<file path="src/rtl/rstemu_pkg.sv">
package rstemu_pkg;

   // Bit positions inside the synchronized pin bus
   localparam int unsigned PIN_RST  = 0;
   localparam int unsigned PIN_ALE  = 1;
   localparam int unsigned PIN_PSEN = 2;
   localparam int unsigned PIN_EA   = 3;
   localparam int unsigned PIN_CNT  = 4;

   // Pad control bundle driven while the emulation mode is active
   typedef struct packed {
      logic p0_float;
      logic weak_pu;
   } pin_ctl_t;

   function automatic pin_ctl_t pin_ctl_of(input logic emu);
      pin_ctl_t c;
      c.p0_float = emu;
      c.weak_pu  = emu;
      return c;
   endfunction

endpackage

</file>
<file path="src/rtl/rstemu_sync.sv">
module rstemu_sync #(
   parameter int unsigned STAGES = 2,
   parameter int unsigned WIDTH  = 1
) (
   input  logic             clk,
   input  logic             por_n,
   input  logic [WIDTH-1:0] d,
   output logic [WIDTH-1:0] q
);

   if (STAGES < 2) begin : g_bad_stages
      $error("rstemu_sync: STAGES must be at least 2");
   end
   if (WIDTH < 1) begin : g_bad_width
      $error("rstemu_sync: WIDTH must be at least 1");
   end

   logic [STAGES-1:0][WIDTH-1:0] chain;

   always_ff @(posedge clk or negedge por_n) begin
      if (!por_n) chain <= '0;
      else        chain <= {chain[STAGES-2:0], d};
   end

   assign q = chain[STAGES-1];

endmodule

</file>
<file path="src/rtl/rstemu_qual.sv">
module rstemu_qual #(
   parameter int unsigned CLKS_PER_MC = 12,
   parameter int unsigned RST_MCYCLES = 2
) (
   input  logic clk,
   input  logic por_n,
   input  logic rst_s,
   output logic int_rst,
   output logic rel_evt
);

   localparam int unsigned HOLD = CLKS_PER_MC * RST_MCYCLES;
   localparam int unsigned CW   = $clog2(HOLD + 1);
   localparam logic [CW-1:0] LAST = CW'(HOLD - 1);

   if (HOLD < 1) begin : g_bad_hold
      $error("rstemu_qual: reset hold window must be at least one clock");
   end

   logic [CW-1:0] cnt;

   always_ff @(posedge clk or negedge por_n) begin
      if (!por_n) begin
         cnt     <= '0;
         int_rst <= 1'b0;
      end else if (!rst_s) begin
         cnt     <= '0;
         int_rst <= 1'b0;
      end else begin
         if (cnt != LAST) cnt <= cnt + 1'b1;
         if (cnt == LAST) int_rst <= 1'b1;
      end
   end

   // Release happens on the edge where a held reset sees the pin low
   assign rel_evt = int_rst & ~rst_s;

endmodule

</file>
<file path="src/rtl/rstemu_mode.sv">
module rstemu_mode
   import rstemu_pkg::*;
(
   input  logic     clk,
   input  logic     por_n,
   input  logic     int_rst,
   input  logic     rel_evt,
   input  logic     ale_s,
   input  logic     psen_s,
   output logic     emu,
   output pin_ctl_t ctl
);

   logic arm;

   // Request: strobe low with program-store high while in reset
   always_ff @(posedge clk or negedge por_n) begin
      if (!por_n)                  arm <= 1'b0;
      else if (rel_evt)            arm <= 1'b0;
      else if (int_rst) begin
         if (!ale_s && psen_s)     arm <= 1'b1;
         else if (ale_s)           arm <= 1'b0;
      end
   end

   // Decision is taken only at reset release
   always_ff @(posedge clk or negedge por_n) begin
      if (!por_n)       emu <= 1'b0;
      else if (rel_evt) emu <= arm & ~ale_s;
   end

   always_comb ctl = pin_ctl_of(emu);

endmodule

</file>
<file path="src/rtl/rstemu_ea.sv">
module rstemu_ea #(
   parameter bit LOCK_SUPPORT = 1'b1
) (
   input  logic clk,
   input  logic por_n,
   input  logic int_rst,
   input  logic ea_s,
   input  logic lock_any,
   output logic ea_eff
);

   if (LOCK_SUPPORT) begin : g_lock
      logic ea_lat;
      always_ff @(posedge clk or negedge por_n) begin
         if (!por_n)       ea_lat <= 1'b0;
         else if (int_rst) ea_lat <= ea_s;
      end
      assign ea_eff = lock_any ? ea_lat : ea_s;
   end else begin : g_live
      logic unused_lock;
      logic unused_rst;
      logic unused_clk;
      logic unused_por;
      assign unused_lock = lock_any;
      assign unused_rst  = int_rst;
      assign unused_clk  = clk;
      assign unused_por  = por_n;
      assign ea_eff      = ea_s;
   end

endmodule

</file>
<file path="src/rtl/rstemu_top.sv">
module rstemu_top
   import rstemu_pkg::*;
#(
   parameter int unsigned SYNC_STAGES  = 2,
   parameter int unsigned CLKS_PER_MC  = 12,
   parameter int unsigned RST_MCYCLES  = 2,
   parameter bit          LOCK_SUPPORT = 1'b1
) (
   input  logic clk,
   input  logic por_n,
   input  logic rst_pin,
   input  logic ale_pin,
   input  logic psen_pin,
   input  logic ea_pin,
   input  logic lock_any,
   output logic int_rst,
   output logic emu_mode,
   output logic p0_float,
   output logic weak_pu,
   output logic ea_eff
);

   if (RST_MCYCLES < 1) begin : g_bad_mc
      $error("rstemu_top: RST_MCYCLES must be at least 1");
   end

   logic [PIN_CNT-1:0] pins_raw;
   logic [PIN_CNT-1:0] pins_s;
   logic               rel_evt;
   pin_ctl_t           ctl;

   always_comb begin
      pins_raw           = '0;
      pins_raw[PIN_RST]  = rst_pin;
      pins_raw[PIN_ALE]  = ale_pin;
      pins_raw[PIN_PSEN] = psen_pin;
      pins_raw[PIN_EA]   = ea_pin;
   end

   rstemu_sync #(
      .STAGES (SYNC_STAGES),
      .WIDTH  (PIN_CNT)
   ) u_sync (
      .clk   (clk),
      .por_n (por_n),
      .d     (pins_raw),
      .q     (pins_s)
   );

   rstemu_qual #(
      .CLKS_PER_MC (CLKS_PER_MC),
      .RST_MCYCLES (RST_MCYCLES)
   ) u_qual (
      .clk     (clk),
      .por_n   (por_n),
      .rst_s   (pins_s[PIN_RST]),
      .int_rst (int_rst),
      .rel_evt (rel_evt)
   );

   rstemu_mode u_mode (
      .clk     (clk),
      .por_n   (por_n),
      .int_rst (int_rst),
      .rel_evt (rel_evt),
      .ale_s   (pins_s[PIN_ALE]),
      .psen_s  (pins_s[PIN_PSEN]),
      .emu     (emu_mode),
      .ctl     (ctl)
   );

   rstemu_ea #(
      .LOCK_SUPPORT (LOCK_SUPPORT)
   ) u_ea (
      .clk      (clk),
      .por_n    (por_n),
      .int_rst  (int_rst),
      .ea_s     (pins_s[PIN_EA]),
      .lock_any (lock_any),
      .ea_eff   (ea_eff)
   );

   assign p0_float = ctl.p0_float;
   assign weak_pu  = ctl.weak_pu;

endmodule

</file>
<file path="config.mk">
export PLATFORM = sky130hd
export DESIGN_NAME = rstemu_top
export DESIGN_NICKNAME = d
export VERILOG_FILES = /design/src/rtl/rstemu_pkg.sv /design/src/rtl/rstemu_sync.sv /design/src/rtl/rstemu_qual.sv /design/src/rtl/rstemu_mode.sv /design/src/rtl/rstemu_ea.sv /design/src/rtl/rstemu_top.sv
export SDC_FILE = /design/constraint.sdc
export NUM_CORES = 1
export LEC_CHECK = 0
export BUFFER_PORTS_ARGS = -buffer_cell sky130_fd_sc_hd__clkbuf_2
export CAP_MARGIN = 20
export CORE_UTILIZATION = 30
export CTS_CLUSTER_SIZE = 14
export DETAILED_ROUTE_END_ITERATION = 8
export REMOVE_ABC_BUFFERS = 1
export SLEW_MARGIN = 20
export SYNTH_ARGS = -nofsm -noshare
export SYNTH_HDL_FRONTEND = slang
export SYNTH_HIERARCHICAL = 1
export SYNTH_SLANG_ARGS = --single-unit
export TNS_END_PERCENT = 10
</file>
<file path="constraint.sdc">
create_clock -name clk -period 1.35 [get_ports clk]
set_clock_uncertainty 0.2 [all_clocks]
set_input_delay 0.2025 -clock clk [delete_from_list [all_inputs] [get_ports clk]]
set_output_delay 0.2025 -clock clk [all_outputs]
set_load 0.02 [all_outputs]
</file>
; Word level (Yosys, flattened, before mapping)
; Cells that the tools add are included.
[word_totals]
inputBits = 7
out_inout_bits = 5
elab_cells = 30
register_bits = 17
[op_classes]
muxes = 9
addsub = 1
n_eq_ne = 4
bitwise_logic = 4
n_reduce_logical = 5
[op_table]
columns = operator, n
row1 = $mux 5, 2
row2 = $mux 1, 7
row3 = $add 5x1->5 const B, 1
row4 = $eq 5x5->1 const B, 1
row5 = $ne 5x5->1 const B, 1
row6 = $ne 2x1->1 const B, 2
row7 = $reduce_bool 3->1, 1
row8 = $and 1x1->1, 2
row9 = $not 1->1, 2
row10 = $reduce_and 2->1, 1
row11 = $reduce_bool 2->1, 1
row12 = $logic_and 1x1->1, 1
row13 = $logic_not 1->1, 1

; Depth between registers and ports, before layout
; Gate-level depths: netlist of run 1.
[logic_depth]
word_depth = 5
depth_mapped = 4
ltp_nobuf = 4

; Modules after synthesis
; Netlist of run 1, hierarchy kept.
[modules_own_cells]
columns = module, area_each_um2, instances, cells_per_inst, seq_area_each_um2
row1 = rstemu_qual, 289.0, 1, 25, 150.1
row2 = rstemu_sync, 230.2, 1, 12, 200.2
row3 = rstemu_mode, 93.8, 1, 9, 50.0
row4 = rstemu_ea, 51.3, 1, 3, 25.0

; Least setup slack after synthesis of run 1
; OpenSTA, ideal clock, no wires.
[synth_timing]
path_type = register to register
startpoint = reg u_qual.cnt[0]
endpoint = reg u_qual.cnt[0]
period_less_slack_ns = 1.327
setup_ns = 0.119
n_path_buf = 0
t_required_ns = 1.031
setup_slack_ns = 0.023
path_stages_with_launch = 5
arrival_time_ns = 1.008
path_cell_list = dfrtp_1 -> ha_1 -> nand4b_4 -> xor2_1 -> and2_1
[synth_between]
elab_chain_len = 3
elab_cells_between_ends = 5
cone_classes = add/sub (1) / eq/ne (2) / mux (2)
[synth_lines]
columns = item, line
row1 = "start, declared", rstemu_qual.sv:20  ; logic [CW-1:0] cnt;
row2 = "start signal, assigned", rstemu_qual.sv:30  ; if (cnt != LAST) cnt <= cnt + 1'b1;
row3 = $add 5x1->5, rstemu_qual.sv:30
row4 = $mux 5, rstemu_qual.sv:30
row5 = $mux 5, rstemu_qual.sv:26  ; end else if (!rst_s) begin
; Parallel ways exist; a longest one is shown, timed or not. The select of a mux whose other input is x is not followed.
; A chain may end at the register's enable or synchronous reset.

; Worst setup path in the final report of run 1
[layout_timing]
startpoint = reg u_sync.chain (netlist bit u_sync/q[3])
endpoint = out ea_eff
[layout_between]
elab_chain_len = 1
[layout_lines]
columns = item, line
row1 = "start, declared", rstemu_sync.sv:18  ; logic [STAGES-1:0][WIDTH-1:0] chain;
row2 = "start signal, assigned", rstemu_sync.sv:22  ; else chain <= {chain[STAGES-2:0], d};
row3 = $mux 1, rstemu_ea.sv:18  ; assign ea_eff = lock_any ? ea_lat : ea_s;
row4 = "end, declared", rstemu_top.sv:20  ; output logic ea_eff
; No other way between the ends.

==> results.toml, run 1 <==
[routing]
dr_wl_met3_um = 38
via_count = 398
finalWirelength_um = 961
drtIter0Drc = 9
dr_wl_met2_um = 420
drcViolationCount = 0
wire_per_inst_um = 10.2
final_antenna_net_count = 0
met1_length_um = 465
drt_pass1_iterations = 4
via_per_inst = 4.23
highest_layer = "met4"

[sta]
slew-limit-headroom = 0.731
setup_violations = 1
rsz0062_at_grt = "true"
setup_ws_ns = -0.145
holdWs_ns = 0.157
fmax_mhz = 669
fin_tns_setup_ns = -0.145
min_period_ns = 1.49
final-hold-violation-count = 0
worst_pin_slew_ns = 0.403
min_period_over_period = 1.11
slew_viol_final = 0

[power]
switching_share = 0.232
ir_worst_vdd_mv = 0.498
seq_power_share = 0.616
power_mw = 0.882
pwr-share-comb = 0.073
p_per_area_nw_per_um2 = 1050
pwr-share-clk = 0.310
p_sw_mw = 0.205
p_int_mw = 0.677
p_leak_nw = 0.422

[synth]
yosys_warnings = 6
netlist_area_um2 = 664
ys_ff_latch = 17
netlist_instances = 49
synthAdderAreaFrac = 0.0188
synth-simple-area-share = 0.121
synth.distinct_cells = 21
synthMuxAreaShare = 0.0395
synth_compound_area_frac = 0.0621
postSynthAreaPerCell_um2 = 13.6
synth_top_family_by_area = "simple AND/OR/NAND/NOR gates"
seq_area_frac_synth = 0.640
synthXorXnorAreaFrac = 0.0395

[cts]
h-tree-depth = 1
cts_made_buffers = 3
clkSinkCount = 17
tritoncts = "yes"
clockBufferDepth = 2
cts_root_buf = "clkbuf_4"
clk_pin_slew_worst_paths_ns = 0.10
clk_latency_ns = 0.29

[layout]
area_growth_pct = 26.9
diodes = 0
fin_nets = 76
drive_gt1_frac = 0.373
nFillCells = 184
stdcell_area_um2 = 843

[die]
io-pin-count = 12
num_rows = 16
start_util = 0.329
die-area_um2 = 2410
die_x_um = 49.1
die_h_um = 49.1
coreArea_um2 = 2020

[job]
maxCapViolCount = 0

[critical_path]
cp.arrival_ns = 1.09
worstSetupPathType = "register to output pin"
cp.required_ns = 0.95
endpoint_kind = "output pin"
path_max_fanout = 2
startpoint_type = "register"

[global_routing]
grt_max_degree = 18
grt_usage = 0.0963
grt_pass1_vias = 387
grt-ovfl-total = 0
grt_pass1_wl_mm = 1.64
antenna_found_initial = 0

[place]
portBuffers = 11
place_area_um2 = 716
gp_congestion = 0.686
place_hpwl_um = 611

[hold_path]
hp-class = "primary input to asynchronous set/reset pin"

[status]
status = "complete, but fails checks"
violations = "setup timing"
## per-layer routing
layer  up-vias  track usage
met5         -            0
met4         0       0.0882
met3         5       0.0280
met2        11        0.142
met1       187        0.112
li1        195            -
## Yosys cell counts (all sizes together)
| cell | number | area, µm² |
|---|---|---|
| a31oi | 1 | 6.26 |
| and2 | 2 | 12.5 |
| and3 | 1 | 7.51 |
| nand3 | 3 | 15.0 |
| o21ai | 3 | 15.0 |
| a211oi | 1 | 7.51 |
| ha | 1 | 12.5 |
| nand2 | 1 | 3.75 |
| nand3b | 1 | 7.51 |
| a21boi | 1 | 7.51 |
| a21oi | 1 | 5.00 |
| buf | 6 | 45.0 |
| nand2b | 1 | 6.26 |
| mux2 | 2 | 26.3 |
| xor2 | 1 | 8.76 |
| xnor2 | 2 | 17.5 |
| inv | 2 | 7.51 |
| nor2 | 1 | 3.75 |
| dfrtp | 17 | 425 |
| nand4b | 1 | 23.8 |
## critical path: stages, from the launching register on
cell and delay, ns:
dfrtp_1 0.39, mux2_4 0.28, buf_8 0.13
## layout by cell type (no fill, tap or decap)
cell type,n
dfrtp_1,16
dlygate4sd3_1,5
clkbuf_2,10
dfrtp_2,1
a21boi_0,1
nor2_1,1
and3_2,1
xnor2_1,2
clkinv_2,1
a21oi_1,1
inv_1,2
mux2_4,2
clkbuf_4,3
nand3b_1,1
and2_1,2
nand2b_1,1
buf_8,1
ha_4,1
a31oi_1,1
xor2_1,1
nand4b_4,1
nand2_1,1
a211oi_1,1
buf_4,4
o21ai_0,3
nand3_1,3
## per-stage QoR
step | util | setup WS (ns) | cells
after floorplan | - | 0.0232 | 43
after global placement | 0.354 | 0.00907 | 82
after detailed placement | 0.354 | -0.0148 | 82
after CTS | 0.412 | -0.158 | 93
after global routing | 0.417 | -0.187 | 94
final | 0.417 | -0.145 | 94
## path summary, 6_finish.rpt
path                                  from              to  slack [ns]  cells past startpoint
max                            u_sync/q[3]          ea_eff       -0.14                      2
min                                  por_n      u_mode/emu        0.16                      2
max reg2reg                  u_qual/cnt[0]   u_qual/cnt[0]        0.02                      4
min reg2reg                u_sync/chain[2]     u_sync/q[2]        0.16                      0
max in group asynchronous            por_n  u_qual/int_rst        0.49                      2
min in group clk           u_sync/chain[2]     u_sync/q[2]        0.16                      0
## sequential cells by signal, indices dropped and copies added, names as in the netlist
signal and flops:
u_sync/q 4, u_mode/arm 1, u_ea/g_lock.ea_lat 1, u_qual/cnt 5, u_sync/chain 4, u_qual/int_rst 1, u_mode/emu 1
## area by class of cell
type / count / area [µm²] / share of cell area
well taps: 27 / 33.8 / 0.0401
repair buffers: 20 / 145 / 0.172
multi-input cells: 24 / 203 / 0.240
clock buffers: 3 / 22.5 / 0.0267
inverters: 2 / 7.51 / 0.00890
clock inverters: 1 / 5.00 / 0.00593
flip-flops and latches: 17 / 427 / 0.506
## repair_timing
| action | 4_1_cts | 5_1_grt |
|---|---|---|
| endpoints found under the setup margin | 2 | 3 |
| resized for setup | 5 | 2 |
| hold buffers | 5 | 0 |
| hold endpoints to repair | 21 | 0 |
| pin swaps | 0 | 0 |
| setup buffers | 2 | 1 |
## kinds of logic after synthesis
group | after synthesis
compound gates | 7
xor+xnor | 3
mux | 2
flops | 17
fa+ha+maj | 1
simple gates | 11
buf+inv | 8
## power by group through the flow
stage | sequential, mW | clock [mW] | combinational, mW
after global routing | 0.546 | 0.307 | 0.0720
after detailed placement | 0.551 | 0 | 0.0426
final | 0.543 | 0.274 | 0.0647
after floorplan | 0.548 | 0 | 0.0173
after global placement | 0.550 | 0 | 0.0415
after CTS | 0.543 | 0.282 | 0.0631
(Power assumes the default switching activity.)
==> run 2, diff against run 1 <==
BUFFER_PORTS_ARGS = -buffer_cell sky130_fd_sc_hd__buf_2   (was -buffer_cell sky130_fd_sc_hd__clkbuf_2)
CORE_UTILIZATION = 46   (was 30)
PLACE_DENSITY = 0.7   (was unset)
==> results.toml, run 2 (synthesized netlist as in run 1, its figures left out) <==
[critical_path]
worstSetupPathType = "register to output pin"
cp.arrival_ns = 1.09
path_max_fanout = 2
startpoint_type = "register"
endpoint_kind = "output pin"
regToRegEndpoint = "u_qual/cnt[0]"
cp.required_ns = 0.95
r2r_cells = 4
r2r-start = "u_qual/cnt[1]"
reg2reg_slack_ns = 0.03

[die]
coreArea_um2 = 1320
die_h_um = 40.0
num_rows = 13
start_util = 0.504
io-pin-count = 12
die-area_um2 = 1600
die_x_um = 40.0

[global_routing]
met1_usage = 0.196
grt_max_degree = 18
grt_pass1_wl_mm = 1.68
grtUsageMet3 = 0.0556
grt-ovfl-total = 0
top_usage_layer = "met2"
grt_pass1_vias = 421
antenna_found_initial = 0
grt_usage = 0.175
met2_usage = 0.270

[routing]
via_per_inst = 4.94
wire_per_inst_um = 13.0
via_count = 390
drt_pass1_iterations = 4
finalWirelength_mm = 1.03
drtIter0Drc = 9
final_antenna_net_count = 0
drcViolationCount = 0

[place]
gp_congestion = 0.749
post-place-ws_ns = -0.0196
portBuffers = 11
place_hpwl_um = 632
place_area_um2 = 701
placed_cells = 70

[sta]
slew_viol_final = 0
slew-limit-headroom = 0.753
fmax_mhz = 669
worst_pin_slew_ns = 0.370
final-hold-violation-count = 0
min_period_ns = 1.49
min_period_over_period = 1.11
rsz0062_at_grt = "true"
setup_violations = 1
setup_ws_ns = -0.145

[layout]
fin_cells = 79
layout_common_cells = "16 x dfrtp_1, 10 x buf_2, 5 x dlygate4sd3_1"
fin_util = 0.609
fin_nets = 73
final_common_cell = "dfrtp_1"
stdcell_area_um2 = 802
area_growth_pct = 20.7
largest_reg_flops = 5
diodes = 0
max_flop_register = "u_qual/cnt"
drive_gt1_frac = 0.344

[cts]
cts_root_buf = "clkbuf_4"
cts_made_buffers = 3
tritoncts = "yes"
clkSinkCount = 17
h-tree-depth = 1
clockBufferDepth = 2
clk_latency_ns = 0.29
post_cts_buffers = 0
clk_pin_slew_worst_paths_ns = 0.10

[status]
violations = "setup timing"
status = "complete, but fails checks"

[power]
pwr-share-clk = 0.303
seq_power_share = 0.625
p_sw_mw = 0.197
ir_worst_vdd_mv = 0.642
p_per_area_nw_per_um2 = 1090
p_leak_nw = 0.409
pwr-share-comb = 0.072
p_int_mw = 0.674
switching_share = 0.226

[hold_path]
hp-class = "primary input to asynchronous set/reset pin"

[job]
maxCapViolCount = 0
[run 2: cell count changes in the layout (fill, tap and decap cells not counted)]
cell / delta
buf_2: +10
buf_4: -3
clkbuf_2: -10
buf_6: +1
buf_8: -1
[run 2: how the worst max path moves through the flow]
stage	start	endpoint	cells past startpoint
2_1_floorplan	u_qual/cnt[0]	u_qual/cnt[0]	4
3_5_place_dp	u_qual/cnt[1]	u_qual/cnt[0]	4
6_report	u_sync/q[3]	ea_eff	2
3_3_place_gp	u_qual/cnt[1]	u_qual/cnt[0]	4
4_1_cts	u_ea/g_lock.ea_lat	ea_eff	2
5_1_grt	u_sync/q[3]	ea_eff	2
[run 2: routing by layer]
| layer | routed length [µm] | up-vias |
|---|---|---|
| met5 | 0 | - |
| met4 | 0 | 0 |
| met3 | 34 | 0 |
| met2 | 533 | 12 |
| met1 | 456 | 189 |
| li1 | - | 189 |
[run 2: what timing repair did]
action / CTS / global route
gates resized for setup: 5 / 1
hold buffers: 5 / 0
endpoints found under the setup margin: 2 / 3
endpoints found under the hold margin: 21 / 0
[run 2: critical path, stage by stage (launching register included)]
cell,delay [ns]
dfrtp_1,0.40
mux2_4,0.28
buf_6,0.13
[run 2: per-stage QoR]
stage	hold WS (ns)	total power [mW]	setup TNS [ns]
2_1_floorplan	-0.293	0.566	0
6_report	0.149	0.870	-0.145
3_5_place_dp	-0.0641	0.594	-0.0196
4_1_cts	0.143	0.879	-0.141
5_1_grt	0.166	0.911	-0.222
3_3_place_gp	-0.0646	0.591	0
[run 2: layout make-up]
cell class	instances	area [µm²]
flip-flops and latches	17	427
well taps	15	18.8
repair buffers	17	119
clock buffers	3	22.5
inverters	2	7.51
multi-input cells	24	203
clock inverters	1	5.00
fillers	107	515
[run 2: power groups by stage]
stage	clock network, mW	logic (mW)	registers, mW
floorplan	0	0.0173	0.548
global placement	0	0.0409	0.550
detailed placement	0	0.0431	0.551
CTS	0.275	0.0609	0.543
global route	0.296	0.0683	0.547
finish	0.264	0.0627	0.544
==> run 3, diff against run 2 <==
ABC_AREA = 1   (was unset)
==> results.toml, run 3 <==
[status]
status = "finished, final reports clean"

[critical_path]
cp.required_ns = 0.95
r2r-start = "u_qual/cnt[1]"
cpPeakStageDelay_ns = 0.38
endpoint_kind = "output pin"
regToRegEndpoint = "u_qual/cnt[0]"
worstSetupPathType = "register to output pin"
cp_cell_sequence = "nand2_1, nand2_1, buf_6"
r2r_cells = 6
startpoint_type = "register"
worst_path_most_repeated_cell = "nand2_1"
reg2reg_slack_ns = 0.07
path_max_fanout = 2
cp.arrival_ns = 0.90
crit_slowest_cell = "dfrtp_1"

[synth]
yosysTopAreaCell = "dfrtp_1"
async_reset_ff_frac = 1.00
ys_ff_latch = 17
synthTopCellsByCount = "19 x nand2_1, 17 x dfrtp_1, 6 x buf_4, 6 x inv_1, 6 x nand3_1"
postSynthAreaPerCell_um2 = 9.68
yosys_warnings = 6
netlist_area_um2 = 707
ys.flop_type = "dfrtp_1"
synth_area_leaders = "dfrtp_1 60%, nand2_1 10%, buf_4 6.4%"
netlist_instances = 73
seq_area_frac_synth = 0.602
synth_edf_count = 0
synth_top_area_frac = 0.602
synth.distinct_cells = 16
synth.most_common_cell = "nand2_1"

[sta]
fmax_mhz = 765
slew-limit-headroom = 0.760
setup_violations = 0
final-hold-violation-count = 0
holdWs_ns = 0.151
min_period_ns = 1.31
worst_pin_slew_ns = 0.360
rsz0062_at_grt = "true"
slew_viol_final = 0
fin_tns_setup_ns = 0
min_period_over_period = 0.968

[place]
gp_congestion = 0.747
place_hpwl_um = 694
portBuffers = 11
placed_cells = 93

[die]
die_x_um = 41.2
die-area_um2 = 1700
num_rows = 13
io-pin-count = 12
start_util = 0.517
die_h_um = 41.2
coreArea_um2 = 1370

[layout]
final_common_cell = "nand2_1"
fin_cells = 102
area_growth_pct = 16.8
fin_util = 0.604
largest_reg_flops = 5
drive_gt1_frac = 0.299
max_flop_register = "u_qual/cnt"
fin_nets = 96
layout_common_cells = "19 x nand2_1, 16 x dfrtp_1, 10 x buf_2"
diodes = 0

[power]
p_per_area_nw_per_um2 = 1030
power_mw = 0.851
p_leak_nw = 0.449
ir_worst_vdd_mv = 0.888

[global_routing]
grtUsageMet3 = 0.0815
grt_pass1_vias = 391
top_usage_layer = "met2"
grt_usage = 0.146
grt_pass1_wl_mm = 1.48
met1_usage = 0.153
grt-ovfl-total = 0
met2_usage = 0.234
antenna_found_initial = 0
grt_max_degree = 18

[routing]
drt_pass1_iterations = 4
wire_per_inst_um = 9.31
via_per_inst = 4.69
finalWirelength_um = 950
via_count = 478
drtIter0Drc = 10
final_antenna_net_count = 0
drcViolationCount = 0

[cts]
clkSinkCount = 17
cts_root_buf = "clkbuf_4"
post_cts_buffers = 0
clk_latency_ns = 0.28
cts_made_buffers = 3
h-tree-depth = 1
clk_pin_slew_worst_paths_ns = 0.09
clockBufferDepth = 2
tritoncts = "yes"

[job]
maxCapViolCount = 0

[hold_path]
hp-class = "primary input to asynchronous set/reset pin"
run 3: cell count changes in the layout (fill, tap and decap cells not counted), moves of 3 or more:
cell     before  now
nand2_1       1   19
nor2_1        1    5
nand3_1       3    6
nor2_2        0    3
inv_1         2    6
run 3: cell families after synthesis:
group                    Yosys count  synth area share
adder cells (fa/ha/maj)            1            0.0177
buffers and inverters             15             0.113
AO/OA/AOI/OAI                      4            0.0372
flip-flops                        17             0.602
AND/OR/NAND/NOR                   36             0.230
run 3: layout make-up:
type	count	area, µm²
clock inverter	1	5.00
multi-input combinational	41	204
tap	15	18.8
inverter	8	30.0
fill	119	541
timing repair buffer	17	119
sequential	17	427
clock buffer	3	22.5
run 3: how the worst max path moves through the flow:
stage / start / end / slack (ns) / cells after the start
after floorplan: u_qual/cnt[0] / u_qual/cnt[3] / 0.12 / 6
after global placement: u_qual/cnt[1] / u_qual/cnt[3] / 0.12 / 6
after detailed placement: u_qual/cnt[1] / u_qual/cnt[3] / 0.08 / 6
after CTS: u_qual/int_rst / int_rst / 0.02 / 1
after global routing: u_ea/g_lock.ea_lat / ea_eff / -0.04 / 3
final: u_sync/q[3] / ea_eff / 0.04 / 3
run 3: metal layers:
| layer | routed length (µm) | vias up | part of all wire |
|---|---|---|---|
| met5 | 0 | - | 0 |
| met4 | 12 | 0 | 0.013 |
| met3 | 59 | 2 | 0.062 |
| met2 | 410 | 16 | 0.43 |
| met1 | 467 | 213 | 0.49 |
| li1 | - | 247 | - |
run 3: through the flow:
stage | worst slack (ns) | area, µm²
final | 0.0427 | 826
after floorplan | 0.124 | 657
after detailed placement | 0.0803 | 738
after global placement | 0.122 | 738
after global routing | -0.0410 | 826
after CTS | 0.0177 | 816
run 3: worst max-delay path, delay by kind of cell (launching register included):
family                 cells  cell delay, ns
and+or+nand+nor            2            0.13
DFF                        1            0.38
buffers and inverters      1            0.13
run 3: report_power, final:
group,total [mW],leakage (nW),internal (mW),switching (mW)
combinational,0.0567,0.216,0.0302,0.0265
clock,0.252,0.0177,0.110,0.142
sequential,0.542,0.215,0.528,0.0141
run 3: repair_timing:
item,in CTS,in global routing
setup endpoints to repair,0,4
gates resized for setup,0,4
hold endpoints to repair,21,0
hold buffers,5,0
